`config.mk`:
```
export PLATFORM = sky130hd
export DESIGN_NAME = ep0CtlEndpoint
export DESIGN_NICKNAME = d
export VERILOG_FILES = /design/src/rtl/ep0Pkg.sv /design/src/rtl/ep0Ctrl.sv /design/src/rtl/ep0Datapath.sv /design/src/rtl/ep0CtlEndpoint.sv
export SDC_FILE = /design/constraint.sdc
export NUM_CORES = 1
export LEC_CHECK = 0
export BUFFER_PORTS_ARGS = -buffer_cell sky130_fd_sc_hd__buf_2
export CORE_UTILIZATION = 50
export CTS_BUF_LIST = sky130_fd_sc_hd__clkbuf_16
export DETAILED_ROUTE_END_ITERATION = 6
export PLACE_DENSITY_LB_ADDON = 0.05
export SYNTH_ARGS = -nofsm -noshare
export SYNTH_HDL_FRONTEND = slang
export SYNTH_HIERARCHICAL = 1
export SYNTH_SLANG_ARGS = --single-unit
```
`constraint.sdc`:
```
create_clock -name clk -period 2.5 [get_ports clk]
set_input_delay 0.125 -clock clk [delete_from_list [all_inputs] [get_ports clk]]
set_output_delay 0.125 -clock clk [all_outputs]
set_load 0.005 [all_outputs]
```
`src/rtl/ep0Pkg.sv`:
```
package ep0Pkg;

  typedef enum logic [1:0] {
    TOK_SETUP = 2'd0,
    TOK_OUT   = 2'd1,
    TOK_IN    = 2'd2,
    TOK_RSVD  = 2'd3
  } tokPid_t;

  typedef enum logic [2:0] {
    HS_NONE  = 3'd0,
    HS_ACK   = 3'd1,
    HS_NAK   = 3'd2,
    HS_STALL = 3'd3,
    HS_DATA  = 3'd4,
    HS_ZLP   = 3'd5
  } hs_t;

  typedef enum logic [2:0] {
    ST_IDLE       = 3'd0,
    ST_SETUP      = 3'd1,
    ST_DIN        = 3'd2,
    ST_DOUT       = 3'd3,
    ST_STATUS_IN  = 3'd4,
    ST_STATUS_OUT = 3'd5
  } stage_t;

  typedef enum logic [1:0] {
    PEND_NONE  = 2'd0,
    PEND_SETUP = 2'd1,
    PEND_OUT   = 2'd2
  } pend_t;

  typedef enum logic [1:0] {
    FL_NONE = 2'd0,
    FL_DATA = 2'd1,
    FL_ZLP  = 2'd2
  } flight_t;

  // strobes from control to datapath, valid for one cycle
  typedef struct packed {
    logic setOutRdy;
    logic clrInRdy;
    logic setStall;
    logic setSetupEnd;
    logic irq;
    hs_t  hs;
  } ep0Strobes_t;

endpackage

```
`src/rtl/ep0Ctrl.sv`:
```
module ep0Ctrl
  import ep0Pkg::*;
#(
  parameter int ADDR_W  = 7,
  parameter int EP_W    = 4,
  parameter int LEN_W   = 7,
  parameter int MAX_PKT = 32
) (
  input  logic              clk,
  input  logic              rstN,
  input  logic              tokValid,
  input  logic [1:0]        tokPid,
  input  logic [ADDR_W-1:0] tokAddr,
  input  logic [EP_W-1:0]   tokEp,
  input  logic              pktValid,
  input  logic [LEN_W-1:0]  pktLen,
  input  logic              inSent,
  input  logic              swInRdySet,
  input  logic              swDataEnd,
  input  logic [ADDR_W-1:0] devAddr,
  input  logic              outPktRdy,
  input  logic              inPktRdy,
  output ep0Strobes_t       strb
);

  localparam logic [LEN_W-1:0] MAX_LEN = LEN_W'(MAX_PKT);

  stage_t  stage, stageNxt;
  pend_t   pend, pendNxt;
  flight_t flight, flightNxt;
  logic    lastIn, lastInNxt;
  logic    busEvt;
  logic    addrHit;
  logic    lenOver;
  tokPid_t pid;

  assign pid     = tokPid_t'(tokPid);
  assign addrHit = tokValid && (tokEp == '0) && (tokAddr == devAddr);
  assign lenOver = pktLen > MAX_LEN;

  always_comb begin
    strb      = '0;
    stageNxt  = stage;
    pendNxt   = pend;
    flightNxt = flight;
    lastInNxt = lastIn;
    busEvt    = 1'b0;

    if (addrHit) begin
      busEvt    = 1'b1;
      flightNxt = FL_NONE;
      pendNxt   = PEND_NONE;
      case (pid)
        TOK_SETUP: pendNxt = PEND_SETUP;
        TOK_OUT:   pendNxt = PEND_OUT;
        TOK_IN: begin
          if (stage == ST_STATUS_OUT) begin
            strb.hs = HS_STALL;
          end else if (outPktRdy) begin
            strb.hs = HS_NAK;
          end else begin
            case (stage)
              ST_SETUP, ST_DIN: begin
                if (inPktRdy) begin
                  strb.hs   = HS_DATA;
                  flightNxt = FL_DATA;
                  stageNxt  = ST_DIN;
                end else begin
                  strb.hs = HS_NAK;
                end
              end
              ST_STATUS_IN: begin
                strb.hs   = HS_ZLP;
                flightNxt = FL_ZLP;
              end
              default: strb.hs = HS_NAK;
            endcase
          end
        end
        default: ;
      endcase
    end else if (pktValid && pend != PEND_NONE) begin
      busEvt  = 1'b1;
      pendNxt = PEND_NONE;
      if (pend == PEND_SETUP) begin
        strb.hs        = HS_ACK;
        strb.setOutRdy = 1'b1;
        strb.clrInRdy  = 1'b1;
        strb.irq       = 1'b1;
        stageNxt       = ST_SETUP;
        lastInNxt      = 1'b0;
        flightNxt      = FL_NONE;
        if (stage inside {ST_DIN, ST_DOUT, ST_STATUS_IN, ST_STATUS_OUT})
          strb.setSetupEnd = 1'b1;
      end else begin
        case (stage)
          ST_STATUS_OUT: begin
            if (pktLen == '0) begin
              strb.hs  = HS_ACK;
              strb.irq = 1'b1;
              stageNxt = ST_IDLE;
            end else begin
              strb.hs = HS_STALL;
            end
          end
          ST_SETUP, ST_DOUT: begin
            if (lenOver) begin
              strb.hs = HS_STALL;
            end else if (outPktRdy) begin
              strb.hs = HS_NAK;
            end else begin
              strb.hs        = HS_ACK;
              strb.setOutRdy = 1'b1;
              strb.irq       = 1'b1;
              stageNxt       = ST_DOUT;
            end
          end
          ST_IDLE: strb.hs = HS_NAK;
          default: strb.hs = HS_STALL;
        endcase
      end
    end else if (inSent && flight != FL_NONE) begin
      busEvt    = 1'b1;
      flightNxt = FL_NONE;
      strb.irq  = 1'b1;
      if (flight == FL_DATA) begin
        strb.clrInRdy = 1'b1;
        if (lastIn) begin
          stageNxt  = ST_STATUS_OUT;
          lastInNxt = 1'b0;
        end
      end else begin
        stageNxt = ST_IDLE;
      end
    end

    if (strb.hs == HS_STALL) begin
      strb.setStall = 1'b1;
      strb.irq      = 1'b1;
      stageNxt      = ST_IDLE;
      lastInNxt     = 1'b0;
      flightNxt     = FL_NONE;
    end

    // data-end from firmware moves the stage when the bus is quiet
    if (swDataEnd && !busEvt) begin
      case (stage)
        ST_SETUP: begin
          if (swInRdySet || inPktRdy) lastInNxt = 1'b1;
          else                        stageNxt  = ST_STATUS_IN;
        end
        ST_DIN:  lastInNxt = 1'b1;
        ST_DOUT: stageNxt  = ST_STATUS_IN;
        default: ;
      endcase
    end
  end

  always_ff @(posedge clk) begin
    if (!rstN) begin
      stage  <= ST_IDLE;
      pend   <= PEND_NONE;
      flight <= FL_NONE;
      lastIn <= 1'b0;
    end else begin
      stage  <= stageNxt;
      pend   <= pendNxt;
      flight <= flightNxt;
      lastIn <= lastInNxt;
    end
  end

endmodule

```
`src/rtl/ep0Datapath.sv`:
```
module ep0Datapath
  import ep0Pkg::*;
#(
  parameter int ADDR_W = 7,
  parameter int LEN_W  = 7
) (
  input  logic              clk,
  input  logic              rstN,
  input  ep0Strobes_t       strb,
  input  logic [LEN_W-1:0]  pktLen,
  input  logic              swInRdySet,
  input  logic              swOutClr,
  input  logic              swStallClr,
  input  logic              swSetupEndClr,
  input  logic              swAddrWe,
  input  logic [ADDR_W-1:0] swAddrVal,
  output logic [2:0]        hsCode,
  output logic              outPktRdy,
  output logic              inPktRdy,
  output logic              sentStall,
  output logic              setupEnd,
  output logic [LEN_W-1:0]  byteCount,
  output logic              epIrq,
  output logic [ADDR_W-1:0] devAddr,
  output logic              otherEpEn
);

  hs_t hsReg;

  assign hsCode    = hsReg;
  assign otherEpEn = (devAddr != '0);

  always_ff @(posedge clk) begin
    if (!rstN) begin
      hsReg     <= HS_NONE;
      outPktRdy <= 1'b0;
      inPktRdy  <= 1'b0;
      sentStall <= 1'b0;
      setupEnd  <= 1'b0;
      byteCount <= '0;
      epIrq     <= 1'b0;
      devAddr   <= '0;
    end else begin
      hsReg <= strb.hs;
      epIrq <= strb.irq;

      if (strb.setOutRdy) begin
        outPktRdy <= 1'b1;
        byteCount <= pktLen;
      end else if (swOutClr) begin
        outPktRdy <= 1'b0;
      end

      if (swInRdySet)         inPktRdy <= 1'b1;
      else if (strb.clrInRdy) inPktRdy <= 1'b0;

      if (strb.setStall)      sentStall <= 1'b1;
      else if (swStallClr)    sentStall <= 1'b0;

      if (strb.setSetupEnd)   setupEnd <= 1'b1;
      else if (swSetupEndClr) setupEnd <= 1'b0;

      if (swAddrWe) devAddr <= swAddrVal;
    end
  end

endmodule

```
`src/rtl/ep0CtlEndpoint.sv`:
```
module ep0CtlEndpoint
  import ep0Pkg::*;
#(
  parameter int ADDR_W  = 7,
  parameter int EP_W    = 4,
  parameter int LEN_W   = 7,
  parameter int MAX_PKT = 32
) (
  input  logic              clk,
  input  logic              rstN,
  input  logic              tokValid,
  input  logic [1:0]        tokPid,
  input  logic [ADDR_W-1:0] tokAddr,
  input  logic [EP_W-1:0]   tokEp,
  input  logic              pktValid,
  input  logic [LEN_W-1:0]  pktLen,
  input  logic              inSent,
  input  logic              swInRdySet,
  input  logic              swOutClr,
  input  logic              swDataEnd,
  input  logic              swStallClr,
  input  logic              swSetupEndClr,
  input  logic              swAddrWe,
  input  logic [ADDR_W-1:0] swAddrVal,
  output logic [2:0]        hsCode,
  output logic              outPktRdy,
  output logic              inPktRdy,
  output logic              sentStall,
  output logic              setupEnd,
  output logic [LEN_W-1:0]  byteCount,
  output logic              epIrq,
  output logic              otherEpEn
);

  ep0Strobes_t       strb;
  logic [ADDR_W-1:0] devAddr;

  ep0Ctrl #(
    .ADDR_W(ADDR_W), .EP_W(EP_W), .LEN_W(LEN_W), .MAX_PKT(MAX_PKT)
  ) uCtrl (
    .clk(clk), .rstN(rstN),
    .tokValid(tokValid), .tokPid(tokPid), .tokAddr(tokAddr), .tokEp(tokEp),
    .pktValid(pktValid), .pktLen(pktLen), .inSent(inSent),
    .swInRdySet(swInRdySet), .swDataEnd(swDataEnd),
    .devAddr(devAddr), .outPktRdy(outPktRdy), .inPktRdy(inPktRdy),
    .strb(strb)
  );

  ep0Datapath #(
    .ADDR_W(ADDR_W), .LEN_W(LEN_W)
  ) uData (
    .clk(clk), .rstN(rstN), .strb(strb), .pktLen(pktLen),
    .swInRdySet(swInRdySet), .swOutClr(swOutClr),
    .swStallClr(swStallClr), .swSetupEndClr(swSetupEndClr),
    .swAddrWe(swAddrWe), .swAddrVal(swAddrVal),
    .hsCode(hsCode), .outPktRdy(outPktRdy), .inPktRdy(inPktRdy),
    .sentStall(sentStall), .setupEnd(setupEnd), .byteCount(byteCount),
    .epIrq(epIrq), .devAddr(devAddr), .otherEpEn(otherEpEn)
  );

endmodule

```
After elaboration in Yosys (flattened, before gate mapping)

Index checks and enable logic that the tools add are counted.

Flip-flop bits (word level): 30
Input bits: 38
Output and inout port bits: 16
Word-level logic and storage cells: 133

Magnitude comparators: 1
Equality and inequality tests: 12
Mux-type cells: 82
Bitwise operators: 1
Reductions and logical operators: 25

Operator list:

| operator             | count |
|---|---|
| $mux W3              | 24 |
| $mux W1              | 36 |
| $mux W2              | 13 |
| $pmux W3 S2          | 3 |
| $reduce_bool A2 Y1   | 7 |
| $eq A3 B2 Y1 const B | 3 |
| $pmux W3 S3          | 1 |
| $pmux W2 S2          | 2 |
| $eq A7 B7 Y1         | 1 |
| $gt A7 B6 Y1 const B | 1 |
| $logic_not A7 Y1     | 1 |
| $reduce_bool A7 Y1   | 1 |
| $eq A2 B1 Y1 const B | 3 |
| $eq A3 B3 Y1 const B | 2 |
| $reduce_or A2 Y1     | 3 |
| $logic_and A1 B1 Y1  | 5 |
| $logic_not A4 Y1     | 1 |
| $mux W4              | 1 |
| $pmux W1 S2          | 2 |
| $reduce_bool A4 Y1   | 1 |
| $eq A3 B1 Y1 const B | 1 |
| $logic_not A3 Y1     | 1 |
| $ne A3 B2 Y1 const B | 1 |
| $reduce_bool A3 Y1   | 1 |
| other kinds (6)      | 6 |

Logic depth before layout (Yosys ltp)

Depth in word-level cells: 12
Gate-level depth with buffers: 9
Depth with buffers taken out: 7

Cells and area by module

Netlist, hierarchy kept.

By module, submodules not included:

| module      | instances | cells each | area each (um^2) | seq. area each (um^2) |
|---|---|---|---|---|
| ep0Ctrl     | 1         | 115        | 842.1            | 160.2 |
| ep0Datapath | 1         | 69         | 795.8            | 440.4 |

Worst setup path before layout

No wires, ideal clock.

Kind: register to register
Start: register uData.devAddr[0]
End: register uCtrl.stage[0]
Setup time: 131 ps
Arrival: 1,610 ps
Data required time: 2,369 ps
Setup slack: 758 ps
Cell stages (with the launch flop): 8
Path buffers: 1
Clock period less this slack: 1,742 ps
Cell sequence: dfxtp_1 -> xor2_1 -> nor4_1 -> and3_1 -> buf_6 -> or4b_4 -> nor2_4 -> a211oi_1

Word-level cells in the longest chain between the ends: 8
Elaborated cells on any way between the ends: 12
Classes of those cells: eq/ne: 2; mux: 7; reduce/logical: 3

RTL lines:

| item                    | RTL line          | text |
|---|---|---|
| from (decl)             | ep0Datapath.sv:24 | `output logic [ADDR_W-1:0] devAddr,` |
| from (signal assigned)  | ep0Datapath.sv:63 | `if (swAddrWe) devAddr <= swAddrVal;` |
| $eq A7 B7 Y1 (*)        | ep0Ctrl.sv:38     | `assign addrHit = tokValid && (tokEp == '0) && (tokAddr == devAddr);` |
| $logic_and A1 B1 Y1 (*) | ep0Ctrl.sv:38     |  |
| $mux W3                 | ep0Ctrl.sv:49     | `if (addrHit) begin` |
| $eq A3 B2 Y1            | ep0Ctrl.sv:137    | `if (strb.hs == HS_STALL) begin` |
| $mux W3                 | ep0Ctrl.sv:137    |  |
| $mux W3                 | ep0Ctrl.sv:149    | `if (swInRdySet \|\| inPktRdy) lastInNxt = 1'b1;` |
| $pmux W3 S2             | ep0Ctrl.sv:147    | `case (stage)` |
| $mux W3 (*)             | ep0Ctrl.sv:146    | `if (swDataEnd && !busEvt) begin` |
| to (signal assigned)    | ep0Ctrl.sv:166    | `stage <= stageNxt;` |
| to (decl)               | ep0Ctrl.sv:28     | `stage_t stage, stageNxt;` |

Every way passes the cells marked *; elsewhere a longest branch is shown, timed or not.
A chain may end at the register's enable or synchronous reset.

==> run_results.csv <==
group,metric,value,unit
logic_synthesis,ys_seq_elements,30,
critical_path,worstPathArrival,2240,ps
global_routing,grt_usage,24.8,%
global_routing,grt_pass1_vias,1488,
logic_synthesis,synth.net_count,222,
finish,layout_common_cells,"buf_2 (53), dfxtp_1 (30), nor2b_1 (18)",
placed_design,place_congestion,0.878,
finish,drive_gt1_share,29.0,%
logic_synthesis,yosysTopAreaCell,"dfxtp_1",
sta,finClkSkew,4.91,ps
logic_synthesis,ys_seq_area_share,36.7,%
logic_synthesis,synth_top_area_share,36.7,%
sta,timing.final.crit_period,2080,ps
finish,area_growth,25.2,%
logic_synthesis,synthTopCellsByArea,"dfxtp_1 (37%), mux2i_1 (9.2%), nor2b_1 (6.9%)",
cts,cts_setup_buffers,0,
critical_path,crit_type,"register to register",
critical_path,critPathMaxStageDelay,720,ps
cts,clk_path_buf_depth,2,
floorplan,die_area,3510,um^2
cts,root_buffer,"clkbuf_16",
power_and_ir_drop,p_total,1130,uW
finish,n_fill_cell,263,
floorplan,die_y,59.2,um
sta,fin_setup_tns,0,ps
sta,fmax,480,MHz
detailed_routing,wl_per_cell,14.7,um
critical_path,crit_path_end_kind,"register",
placed_design,dp.cells,276,
finish,finalNonFillerCells,282,
power_and_ir_drop,p_leak,0.000836,uW
critical_path,slowest_stage,"a21oi_1",
sta,slew_headroom,38.2,%
global_routing,grt_overflow,0,
critical_path,r2r_slack,420,ps
floorplan,core_area,3080,um^2
sta,worst_slew_pin_slew,928,ps
detailed_routing,ant_nets,0,
floorplan,die-width,59.2,um
status,status,"finished clean",
critical_path,crit_chain,"xor2_1 -> nor3_1 -> nand4_1 -> nand2_1 -> a21oi_1 -> mux2i_1 -> nor2b_1",
detailed_routing,first_iter_violations,67,
cts,clk_pin_slew,50,ps
critical_path,required,2660,ps
job,max_cap_viol_count,0,
global_routing,antenna_found_initial,0,
cts,clock_latency,270,ps
logic_synthesis,synth-edff-count,0,
detailed_routing,vias,1594,
sta,drv_slew,0,
cts,htree_levels,2,
finish,fin_util,66.6,%
logic_synthesis,synth_area_per_cell,8.90,um^2
finish,layout.nets,277,
cts,cts.sinks,30,
critical_path,crit_fanout,8,
sta,rsz0062_at_grt,"no",
logic_synthesis,async_flop_share,0,%
logic_synthesis,synth_cell_types,46,
floorplan,initial_core_util,53.2,%
power_and_ir_drop,cellPowerDensity,549,nW/um^2
detailed_routing,firstDrtPassIters,5,
logic_synthesis,synth_area,1640,um^2
global_routing,grt_max_degree,28,
placed_design,hpwlAfterDp,3.07,mm
logic_synthesis,synthCells,184,
logic_synthesis,ys.warnings.count,6,
critical_path,startpoint_type,"register",
detailed_routing,routed_wirelength,4.15,mm
sta,fin_crit_sh,83.4,%
cts,cts_made_buffers,5,
logic_synthesis,synth_ff_type,"dfxtp_1",
sta,hold_violations,0,
floorplan,ioPinCount,54,
cts,cts_tree,"done",
global_routing,grt_pass1_wl,6.38,mm
cts,ctsResizeCount,0,
power_and_ir_drop,ir_drop,0.299,mV
finish,final_common_cell,"buf_2",
placed_design,io_buffer_count,53,
detailed_routing,drt-vias-per-instance,5.65,
cts,hold_buffers,0,
sta,setup_violations,0,
finish,n_antenna_cell,0,
floorplan,rows,20,
detailed_routing,drcViolationCount,0,
min_path,min_path_type,"input port to register",
-- stage by stage --
stage	cell area, um^2	hold slack [ps]	setup slack, ps
detailed placement	1920	359	321
finish	2050	81.0	415
floorplan	1640	233	758
global route	2050	92.3	250
CTS	2050	79.4	421
global placement	1920	347	406
-- worst max-delay path: cells and delay by family, from the launching register on --
| family | cells | cell delay (ps) |
|---|---|---|
| AOI/OAI and AO/OA | 1 | 720 |
| xor gates and xnor gates | 1 | 220 |
| DFF | 1 | 370 |
| muxes | 1 | 300 |
| and+or+nand+nor | 4 | 350 |
-- registers in the layout, summed over array words and instances (netlist names) --
name             cells
uData/devAddr        7
uData/hsCode         3
uCtrl/stage          3
uData/setupEnd       1
uCtrl/flight         2
uData/byteCount      7
uData/outPktRdy      1
uData/inPktRdy       1
uCtrl/lastIn         1
uData/sentStall      1
uData/epIrq          1
uCtrl/pend           2
-- final timing paths --
kind                                       start            endpoint  cells after the start
worst max-delay path            uData/devAddr[4]  uData/byteCount[5]                      7
worst min register to register      uCtrl/lastIn        uCtrl/lastIn                      2
worst max register to register  uData/devAddr[4]  uData/byteCount[5]                      7
worst min-delay path                  swInRdySet      uData/inPktRdy                      2
-- synth_stat cells, drive strengths merged, types with 4 or more instances --
cell type  count
o21ai          7
and2           5
nor2           9
nor4           6
xor2           8
buf            5
nand2b         5
nand2         12
o21a           7
nor2b         18
dfxtp         30
mux2i         15
nor3           5
nand3          4
a21oi         10
inv            4
-- cells by family (layout without fill, tap and decap cells) --
kind of cell	Yosys count	after routing	share of synthesized area (%)
compound gates	40	40	17.3
xor+xnor	9	9	4.81
buf+inv	11	65	4.05
flops	30	30	36.7
mux	15	15	9.17
simple gates	79	79	28.0
-- routing by layer --
layer	wire (um)	vias up	global-route usage [%]
li1	-	773	-
met1	1760	755	28.1
met2	2070	55	40.4
met3	224	11	7.42
met4	94	0	16.0
met5	0	-	0
-- power by group --
part           switching, uW  internal (uW)
Combinational           47.3           47.4
Sequential              7.39            487
Clock                    184            352
Total                    239            886
-- cell type report --
type                    count  area, um^2  share of cell area [%]
clock buffers               5         125                    6.10
clock inverters             1        3.75                   0.183
well taps                  44        55.1                    2.68
multi-input cells         143         971                    47.3
inverters                   4        15.0                   0.732
repair buffers             55         280                    13.7
flip-flops and latches     30         601                    29.3
(Power assumes the default switching activity.)
